$ cat config.mk
export PLATFORM = sky130hd
export DESIGN_NAME = sprite_line_gen
export DESIGN_NICKNAME = d
export VERILOG_FILES = /design/src/rtl/sprite_pkg.sv /design/src/rtl/sprite_row_lut.sv /design/src/rtl/mirror_fill.sv /design/src/rtl/line_shifter.sv /design/src/rtl/sprite_line_gen.sv
export SDC_FILE = /design/constraint.sdc
export NUM_CORES = 1
export LEC_CHECK = 0
export ABC_AREA = 1
export BUFFER_PORTS_ARGS = -buffer_cell sky130_fd_sc_hd__buf_2
export CORE_MARGIN = 2
export CORE_UTILIZATION = 50
export DETAILED_ROUTE_END_ITERATION = 10
export PLACE_DENSITY = 0.79
export REMOVE_ABC_BUFFERS = 1
export SLEW_MARGIN = 20
export SYNTH_ARGS = -nofsm -noshare
export SYNTH_HDL_FRONTEND = slang
export SYNTH_SLANG_ARGS = --single-unit
$ cat constraint.sdc
create_clock -name clk -period 3.45 [get_ports clk]
set_clock_uncertainty 0.15 [all_clocks]
set_input_delay 0.8625 -clock clk [delete_from_list [all_inputs] [get_ports clk]]
set_output_delay 0.8625 -clock clk [all_outputs]
set_load 0.02 [all_outputs]
$ cat src/rtl/sprite_pkg.sv
package sprite_pkg;
  localparam int PROFILE_LINES = 8;
  localparam int WIDTH_BITS    = 3;
  typedef logic [WIDTH_BITS-1:0] width_t;
  typedef logic [PROFILE_LINES*WIDTH_BITS-1:0] profile_t;

  typedef enum logic [1:0] {
    SEL_A    = 2'd0,
    SEL_B    = 2'd1,
    SEL_C    = 2'd2,
    SEL_NONE = 2'd3
  } sprite_sel_e;

  // Half-row width for one line; line 0 sits in the lowest field.
  function automatic width_t width_at(input profile_t prof, input int line);
    return prof[line*WIDTH_BITS +: WIDTH_BITS];
  endfunction

  // Half row anchored at the centre: bit j (0 = outer end) is set when the
  // run of width w reaches it.
  function automatic logic [7:0] half_from_width(input width_t w, input int half);
    logic [7:0] h;
    h = '0;
    for (int j = 0; j < 8; j++)
      if (j < half && j >= half - int'(w)) h[j] = 1'b1;
    return h;
  endfunction
endpackage

$ cat src/rtl/sprite_row_lut.sv
module sprite_row_lut
  import sprite_pkg::*;
#(
  parameter int LINE_W       = 4,
  parameter int SPRITE_LINES = 8,
  parameter int HALF         = 6
) (
  input  logic [LINE_W-1:0] line_idx,
  input  logic              space_mode,
  input  logic [1:0]        ship_sel,
  output logic [HALF-1:0]   half_bits
);
  // Width profiles, line 7 on the left.
  localparam profile_t PROF_S0 = {3'd4,3'd5,3'd6,3'd6,3'd6,3'd2,3'd1,3'd1};
  localparam profile_t PROF_S1 = {3'd3,3'd5,3'd6,3'd6,3'd3,3'd3,3'd1,3'd0};
  localparam profile_t PROF_S2 = {3'd5,3'd6,3'd6,3'd5,3'd1,3'd1,3'd0,3'd0};
  localparam profile_t PROF_P0 = {3'd6,3'd1,3'd2,3'd3,3'd3,3'd2,3'd1,3'd6};
  localparam profile_t PROF_P1 = {3'd1,3'd2,3'd4,3'd6,3'd6,3'd4,3'd2,3'd1};
  localparam int LIMIT = (SPRITE_LINES < PROFILE_LINES) ? SPRITE_LINES : PROFILE_LINES;

  logic   line_ok;
  int     line_n;
  width_t w_s0, w_s1, w_s2, w_p0, w_p1, w_sel;
  logic [7:0] half_full;

  always_comb begin
    line_n  = int'(line_idx);
    line_ok = line_n < LIMIT;
    // Line-dependent features, shared across selects.
    w_s0 = line_ok ? width_at(PROF_S0, line_n) : '0;
    w_s1 = line_ok ? width_at(PROF_S1, line_n) : '0;
    w_s2 = line_ok ? width_at(PROF_S2, line_n) : '0;
    w_p0 = line_ok ? width_at(PROF_P0, line_n) : '0;
    w_p1 = line_ok ? width_at(PROF_P1, line_n) : '0;
    // Combine with the sprite select.
    unique case (sprite_sel_e'(ship_sel))
      SEL_A:   w_sel = space_mode ? w_p0 : w_s0;
      SEL_B:   w_sel = space_mode ? w_p1 : w_s1;
      SEL_C:   w_sel = space_mode ? '0   : w_s2;
      default: w_sel = '0;
    endcase
    half_full = half_from_width(w_sel, HALF);
    half_bits = half_full[HALF-1:0];
  end
endmodule

$ cat src/rtl/mirror_fill.sv
module mirror_fill #(
  parameter int CELLS = 12,
  localparam int HALF = CELLS / 2
) (
  input  logic [HALF-1:0]  half_bits,
  output logic [CELLS-1:0] cells
);
  // Cell i and cell CELLS-1-i share one half bit: end pair from bit 0,
  // centre pair from bit HALF-1.
  for (genvar i = 0; i < CELLS; i++) begin : g_pair
    if (i < HALF) begin : g_left
      assign cells[i] = half_bits[i];
    end else begin : g_right
      assign cells[i] = half_bits[CELLS-1-i];
    end
  end
endmodule

$ cat src/rtl/line_shifter.sv
module line_shifter #(
  parameter int CELLS = 12
) (
  input  logic             clk,
  input  logic             rst_n,
  input  logic             load,
  input  logic             shift,
  input  logic [CELLS-1:0] cells_in,
  output logic [CELLS-1:0] sr,
  output logic             ser_bit
);
  always_ff @(posedge clk) begin
    if (!rst_n)     sr <= '0;
    else if (load)  sr <= cells_in;
    else if (shift) sr <= {1'b0, sr[CELLS-1:1]};
  end
  assign ser_bit = sr[0];
endmodule

$ cat src/rtl/sprite_line_gen.sv
module sprite_line_gen
  import sprite_pkg::*;
#(
  parameter int CELLS        = 12,
  parameter int LINE_W       = 4,
  parameter int SPRITE_LINES = 8,
  parameter int SHIPS        = 3,
  localparam int HALF        = CELLS / 2,
  localparam int SEL_W       = 2
) (
  input  logic              clk,
  input  logic              rst_n,
  input  logic              pix_en,
  input  logic              trigger,
  input  logic [LINE_W-1:0] line_idx,
  input  logic              space_mode,
  input  logic [SEL_W-1:0]  ship_sel,
  input  logic              test_force,
  output logic [SHIPS-1:0]  ship_out
);
  logic [HALF-1:0]  half_bits;
  logic [CELLS-1:0] cells;
  logic [CELLS-1:0] sr;
  logic             ser_bit;
  logic             load_evt;
  logic             shift_evt;
  logic             lane_bit;
  logic [SEL_W-1:0] sel_q;

  assign load_evt  = pix_en && trigger;
  assign shift_evt = pix_en && !trigger;

  sprite_row_lut #(.LINE_W(LINE_W), .SPRITE_LINES(SPRITE_LINES), .HALF(HALF)) u_lut (
    .line_idx(line_idx), .space_mode(space_mode), .ship_sel(ship_sel),
    .half_bits(half_bits)
  );

  mirror_fill #(.CELLS(CELLS)) u_mirror (.half_bits(half_bits), .cells(cells));

  line_shifter #(.CELLS(CELLS)) u_shift (
    .clk(clk), .rst_n(rst_n), .load(load_evt), .shift(shift_evt),
    .cells_in(cells), .sr(sr), .ser_bit(ser_bit)
  );

  always_ff @(posedge clk) begin
    if (!rst_n)        sel_q <= '0;
    else if (load_evt) sel_q <= ship_sel;
  end

  assign lane_bit = ser_bit || test_force;

  for (genvar k = 0; k < SHIPS; k++) begin : g_lane
    assign ship_out[k] = lane_bit && (int'(sel_q) == k);
  end
endmodule

## After elaboration in Yosys (flattened, before gate mapping)

Cells that the tools add are included.

| word-level totals | value |
|---|---|
| register bits after elaboration | 14 |
| bits of input ports | 12 |
| output and inout bits | 3 |
| logic and storage cells | 47 |

| operators by class | value |
|---|---|
| $add $sub $neg | 1 |
| multiply operators | 1 |
| magnitude comparators | 7 |
| equal/unequal tests | 4 |
| shifts and indexed selects | 5 |
| muxes and demuxes | 17 |
| reduce and logical (&&, ||, !) cells | 10 |

Operator list:

| operator | count |
|---|---|
| 24-bit by 32-bit variable part select with 3-bit output, first input constant | 5 |
| 3-bit by 32-bit >= comparator with 1-bit output, first input constant | 2 |
| 4-bit by 32-bit >= comparator with 1-bit output, first input constant | 2 |
| 1-bit by 32-bit >= comparator with 1-bit output, first input constant | 1 |
| 2-bit by 32-bit >= comparator with 1-bit output, first input constant | 1 |
| 12-bit 2-to-1 mux | 2 |
| 3-bit 2-to-1 mux | 8 |
| 3-bit case mux with 3 select lines | 1 |
| 2-bit equality test, second input constant | 3 |
| 4-bit by 2-bit multiplier with 6-bit output, second input constant | 1 |
| 1-bit 2-to-1 mux | 6 |
| 1-bit logical AND | 5 |
| 2-bit zero test | 2 |
| 4-bit < comparator, second input constant | 1 |
| 3-bit by 3-bit subtractor with 4-bit output, first input constant | 1 |
| 2-bit by 1-bit equality test with 1-bit output, second input constant | 1 |
| 2-bit nonzero test | 1 |
| 1-bit zero test | 1 |
| 1-bit logical OR | 1 |

## Longest topological paths before layout

| logic depth | value |
|---|---|
| depth in word-level cells | 9 |
| gate-level depth with buffers | 17 |
| mapped depth without buffers | 17 |

## Modules after synthesis

From an unflattened synthesis, not the netlist that was laid out.

| unflattened totals | value |
|---|---|
| cells, all modules | 212 |
| area, all modules | 1,287.5 um^2 |

By module, submodules not included:

| module | instances | cells each | area each (um^2) | seq. area each (um^2) |
|---|---|---|---|---|
| line_shifter | 1 | 98 | 606.8 | 240.2 |
| sprite_row_lut | 1 | 82 | 476.7 | 0.0 |
| sprite_line_gen | 1 | 20 | 113.9 | 40.0 |
| mirror_fill | 1 | 12 | 90.1 | 0.0 |

## Worst setup path after synthesis

OpenSTA, ideal clock, no wires.

| timing | value |
|---|---|
| path type | in2reg |
| start point | in line_idx[0] |
| end point | reg u_shift.sr[10] |
| setup time | 0.109 ns |
| arrival time | 2.182 ns |
| data required time | 3.191 ns |
| path slack | 1.009 ns |
| stages | 17 |
| path buffers | 0 |
| cells stage by stage | inv_1 > ha_1 > inv_1 > nand2_1 > nand3_1 > nand2_1 > nand3_1 > nand3_1 > ha_1 > inv_1 > nor2_1 > nand2_1 > inv_1 > nand2_1 > nand3_1 > nand2_1 > inv_1 |

| on the way | value |
|---|---|
| word-level cells in the longest chain between the ends | 9 |
| elaborated cells between the ends (all ways) | 20 |
| those cells by class | 1 x add/sub; 1 x mul; 2 x order compare; 5 x shift; 11 x mux |

Ends and longest elaborated chain:

| what | RTL line | source |
|---|---|---|
| start: declaration | sprite_line_gen.sv:15 | `input logic [LINE_W-1:0] line_idx,` |
| 4-bit by 2-bit multiplier with 6-bit output | sprite_pkg.sv:16 | `return prof[line*WIDTH_BITS +: WIDTH_BITS];` |
| 24-bit by 32-bit variable part select with 3-bit output | sprite_pkg.sv:16 |  |
| 3-bit 2-to-1 mux (on tied branches) | - |  |
| 3-bit 2-to-1 mux (on tied branches) | sprite_row_lut.sv:39, sprite_row_lut.sv:37, sprite_row_lut.sv:38 |  |
| 3-bit case mux with 3 select lines * | sprite_row_lut.sv:36 | `unique case (sprite_sel_e'(ship_sel))` |
| 3-bit by 3-bit subtractor with 4-bit output * | sprite_pkg.sv:25 | `if (j < half && j >= half - int'(w)) h[j] = 1'b1;` |
| 2-bit by 32-bit >= comparator with 1-bit output * | sprite_pkg.sv:25 |  |
| 1-bit 2-to-1 mux * | sprite_pkg.sv:25 |  |
| 12-bit 2-to-1 mux * | line_shifter.sv:14 | `else if (load) sr <= cells_in;` |
| end signal: assignment | line_shifter.sv:14 |  |
| end signal: assignment | line_shifter.sv:15 | `else if (shift) sr <= {1'b0, sr[CELLS-1:1]};` |
| end: declaration | line_shifter.sv:9 | `output logic [CELLS-1:0] sr,` |

Every way passes the cells marked *; elsewhere a longest branch is shown, timed or not.
A chain may end at the register's enable or synchronous reset.

## Final worst setup path

| timing | value |
|---|---|
| start point | in line_idx[1] |
| end point | reg u_shift.sr[10] |

The elaborated chain is that of the path after synthesis.

==> metrics.txt <==
# TYPE chip_impl_metric gauge
chip_impl_info{name="outcome",value="finished, final reports clean"} 1
chip_impl_info{name="critPathKind",value="input pin to flip-flop"} 1
chip_impl_metric{name="drc_errors",unit=""} 0
chip_impl_info{name="clock-root-buffer",value="sky130_fd_sc_hd__clkbuf_4"} 1
chip_impl_metric{name="worst_pin_slew",unit="ps"} 275
chip_impl_metric{name="route.vias.total",unit=""} 1128
chip_impl_metric{name="pwr_density_cell",unit="mW/mm2"} 301
chip_impl_metric{name="cts_max_path_buffers",unit=""} 2
chip_impl_info{name="worstSetupEndpoint",value="u_shift.sr[10]"} 1
chip_impl_metric{name="cts-hold-fix-buffers",unit=""} 0
chip_impl_metric{name="fp.coreArea",unit="mm2"} 0.00200
chip_impl_info{name="grt_setup_unrepaired",value="false"} 1
chip_impl_metric{name="dp_wirelength",unit="um"} 1890
chip_impl_info{name="layout_commonest_cell",value="sky130_fd_sc_hd__nand2_1"} 1
chip_impl_metric{name="path_clk_slew",unit="ps"} 80
chip_impl_metric{name="fin_total_pwr",unit="mW"} 0.360
chip_impl_metric{name="required",unit="ps"} 3480
chip_impl_metric{name="synth_cells",unit=""} 175
chip_impl_metric{name="finalMaxSlewViolations",unit=""} 0
chip_impl_info{name="synth.area.top_cells",value="sky130_fd_sc_hd__dfxtp_1 26%, sky130_fd_sc_hd__nand2_1 16%, sky130_fd_sc_hd__ha_1 10%, sky130_fd_sc_hd__nand3_1 9.7%, sky130_fd_sc_hd__inv_1 9.4%"} 1
chip_impl_metric{name="clock-sinks",unit=""} 14
chip_impl_info{name="startpoint_type",value="input pin"} 1
chip_impl_metric{name="initial_drc_count",unit=""} 11
chip_impl_metric{name="power.share.switching",unit="%"} 32.3
chip_impl_metric{name="postcts_setup_bufs",unit=""} 0
chip_impl_metric{name="die_width",unit="um"} 50.6
chip_impl_metric{name="final_cycle_utilization_of_the_critical_path",unit="%"} 73.6
chip_impl_metric{name="p_int",unit="mW"} 0.243
chip_impl_metric{name="timing.final.crit_period",unit="ps"} 2540
chip_impl_metric{name="finalHoldViolations",unit=""} 0
chip_impl_metric{name="layout_area_overhead",unit="%"} 10.3
chip_impl_metric{name="routed_wl",unit="um"} 2440
chip_impl_metric{name="numCtsBuffers",unit=""} 3
chip_impl_metric{name="die_h",unit="um"} 50.6
chip_impl_metric{name="power_frac_clock",unit="%"} 24.9
chip_impl_metric{name="final_critical_path_setup_slack",unit="ps"} 911
chip_impl_metric{name="worst_slew_margin_rel",unit="%"} 81.5
chip_impl_metric{name="worst_ep_arrival_time",unit="ps"} 2570
chip_impl_info{name="layout.cells.most_common_list",value="47 x sky130_fd_sc_hd__nand2_1, 27 x sky130_fd_sc_hd__inv_1, 21 x sky130_fd_sc_hd__nand3_1"} 1
chip_impl_metric{name="final_cell_count_no_fill",unit=""} 217
chip_impl_metric{name="final_nets",unit=""} 213
chip_impl_metric{name="drt_pass1_iterations",unit=""} 4
chip_impl_info{name="reg2reg_from",value="u_shift.sr[4]"} 1
chip_impl_info{name="synth_largest_area_cell",value="sky130_fd_sc_hd__dfxtp_1"} 1
chip_impl_metric{name="grt_start_max_net_pins",unit=""} 14
chip_impl_info{name="cp-startpoint",value="line_idx[1]"} 1
chip_impl_metric{name="yosys_register_bits",unit=""} 14
chip_impl_metric{name="routed_via_density",unit=""} 5.20
chip_impl_metric{name="track_usage",unit="%"} 20.8
chip_impl_info{name="reg2reg_to",value="u_shift.sr[3]"} 1
chip_impl_metric{name="fmaxAchievable",unit="GHz"} 0.394
chip_impl_metric{name="io_buffer_count",unit=""} 14
chip_impl_metric{name="yosysWarningCount",unit=""} 0
chip_impl_metric{name="power.net_switching",unit="mW"} 0.116
chip_impl_metric{name="worst_ir_drop_vdd",unit="mV"} 0.157
chip_impl_metric{name="synth_top_area_share",unit="%"} 25.9
chip_impl_metric{name="fin_tns_setup",unit="ps"} 0
chip_impl_metric{name="effective_utilization_at_floorplan",unit="%"} 54.1
chip_impl_metric{name="dieArea",unit="mm2"} 0.00256
chip_impl_metric{name="drv.max_cap_violation_count",unit=""} 0
chip_impl_metric{name="route.antenna.remaining_nets",unit=""} 0
chip_impl_metric{name="finalWeightedCongestion",unit=""} 0.874
chip_impl_metric{name="critPathMaxFanout",unit=""} 7
chip_impl_metric{name="power_leakage",unit="nW"} 0.632
chip_impl_metric{name="placed_cells_incl_taps",unit=""} 214
chip_impl_metric{name="insertedDiodeCount",unit=""} 0
chip_impl_metric{name="pwr-share-comb",unit="%"} 26.6
chip_impl_metric{name="routedWlPerCell",unit="um"} 11.2
chip_impl_metric{name="timing.reg2reg.worst_path_depth",unit=""} 4
chip_impl_info{name="cp_capture_type",value="flip-flop"} 1
chip_impl_metric{name="grt_antenna_before_repair",unit=""} 0
chip_impl_metric{name="post_synth.cell_area_avg",unit="um2"} 6.19
chip_impl_metric{name="yosysUniqueCellTypes",unit=""} 22
chip_impl_metric{name="worst_skew_pair.late_latency",unit="ps"} 270
chip_impl_info{name="cts_tree",value="yes"} 1
chip_impl_metric{name="synth_area",unit="mm2"} 0.00108
chip_impl_metric{name="fraction_of_layout_cells_with_a_size_suffix_above_1",unit="%"} 13.7
chip_impl_metric{name="top_level_ports",unit=""} 15
chip_impl_metric{name="leftover_overflow_at_the_end_of_global_routing",unit=""} 0
chip_impl_metric{name="global_route_wire_length_before_repair",unit="um"} 4130
chip_impl_metric{name="p_seq_share",unit="%"} 48.5
chip_impl_metric{name="regToRegSetupSlack",unit="ps"} 2530
chip_impl_metric{name="cts.repair.resized",unit=""} 0
chip_impl_metric{name="htreeDepth",unit=""} 1
chip_impl_info{name="holdCritPathClass",value="flip-flop to flip-flop"} 1
chip_impl_metric{name="synth.yosys.seq_area_share",unit="%"} 25.9
chip_impl_metric{name="first_global_vias",unit=""} 1023
chip_impl_metric{name="detailedPlace.worstSlack",unit="ps"} 628
chip_impl_metric{name="core.rowCount",unit=""} 16
chip_impl_metric{name="final-setup-viol-count",unit=""} 0
through the flow:
stage	utilization [%]	cell area (um2)	hold slack, ps
after floorplan	-	1070	295
after global placement	58.6	1170	308
after detailed placement	58.6	1170	323
after CTS	59.7	1190	334
after global routing	59.7	1190	351
final	59.7	1190	331
registers in the layout (all words and copies together), names as in the netlist:
name,cells
sel_q,2
u_shift.sr,12
power by group through the flow:
stage                     Combinational (mW)  Sequential [mW]  Clock [mW]
final                                 0.0957            0.174      0.0895
after global routing                   0.109            0.175      0.0945
after CTS                             0.0954            0.174      0.0893
after detailed placement              0.0949            0.178           0
after global placement                0.0910            0.178           0
after floorplan                       0.0658            0.177           0
cell usage after synthesis, drive strengths merged:
master  instances
a21oi          14
a31oi           2
buf             1
clkbuf          1
clkinv          2
dfxtp          14
ha              9
inv            29
nand2          48
nand3          25
nand4           2
nor2           13
nor3            2
o211ai          1
o21ai          10
o22ai           2
metal layers:
| metal | vias to the layer above | track usage [%] | routed length (um) |
|---|---|---|---|
| met1 | 499 | 23.0 | 1030 |
| met3 | 6 | 0.893 | 81 |
| met2 | 28 | 38.8 | 1260 |
| met4 | 0 | 12.2 | 64 |
| li1 | 595 | - | - |
| met5 | - | 0 | 0 |
how the worst min path moves through the flow:
stage / from / endpoint / slack [ps] / depth (start not counted)
2_1_floorplan: u_shift.sr[11] / u_shift.sr[11] / 300 / 2
3_3_place_gp: u_shift.sr[11] / u_shift.sr[11] / 310 / 2
3_5_place_dp: u_shift.sr[11] / u_shift.sr[11] / 320 / 2
4_1_cts: u_shift.sr[11] / u_shift.sr[11] / 330 / 2
5_1_grt: u_shift.sr[11] / u_shift.sr[11] / 350 / 2
6_report: u_shift.sr[11] / u_shift.sr[11] / 330 / 2
logic make-up (layout without fill, tap and decap cells):
| logic type | Yosys count | count (layout) | share of synthesized area (%) |
|---|---|---|---|
| AOI/OAI and AO/OA | 29 | 29 | 14.1 |
| and+or+nand+nor | 90 | 90 | 37.3 |
| adders and majority gates | 9 | 9 | 10.4 |
| DFF | 14 | 14 | 25.9 |
| buffers and inverters | 33 | 48 | 12.4 |
worst max-delay path, stage by stage:
cell	delay, ps
sky130_fd_sc_hd__buf_2	150
sky130_fd_sc_hd__inv_1	120
sky130_fd_sc_hd__ha_1	200
sky130_fd_sc_hd__inv_1	50
sky130_fd_sc_hd__nand2_1	50
sky130_fd_sc_hd__nand3_1	70
sky130_fd_sc_hd__nand2_1	80
sky130_fd_sc_hd__nand3_1	90
sky130_fd_sc_hd__nand3_1	150
sky130_fd_sc_hd__ha_1	310
sky130_fd_sc_hd__inv_1	50
sky130_fd_sc_hd__nor2_1	40
sky130_fd_sc_hd__nand2_1	60
sky130_fd_sc_hd__inv_1	40
sky130_fd_sc_hd__nand2_1	70
sky130_fd_sc_hd__nand3_1	80
sky130_fd_sc_hd__nand2_1	70
sky130_fd_sc_hd__inv_1	30
layout make-up:
type | count | area [um2]
inverters | 31 | 119
fillers | 208 | 807
clock buffers | 3 | 22.5
repair buffers | 14 | 70.1
well taps | 27 | 33.8
multi-input cells | 128 | 669
flip-flops and latches | 14 | 280
No activity file was read; power rests on OpenSTA's default activity.
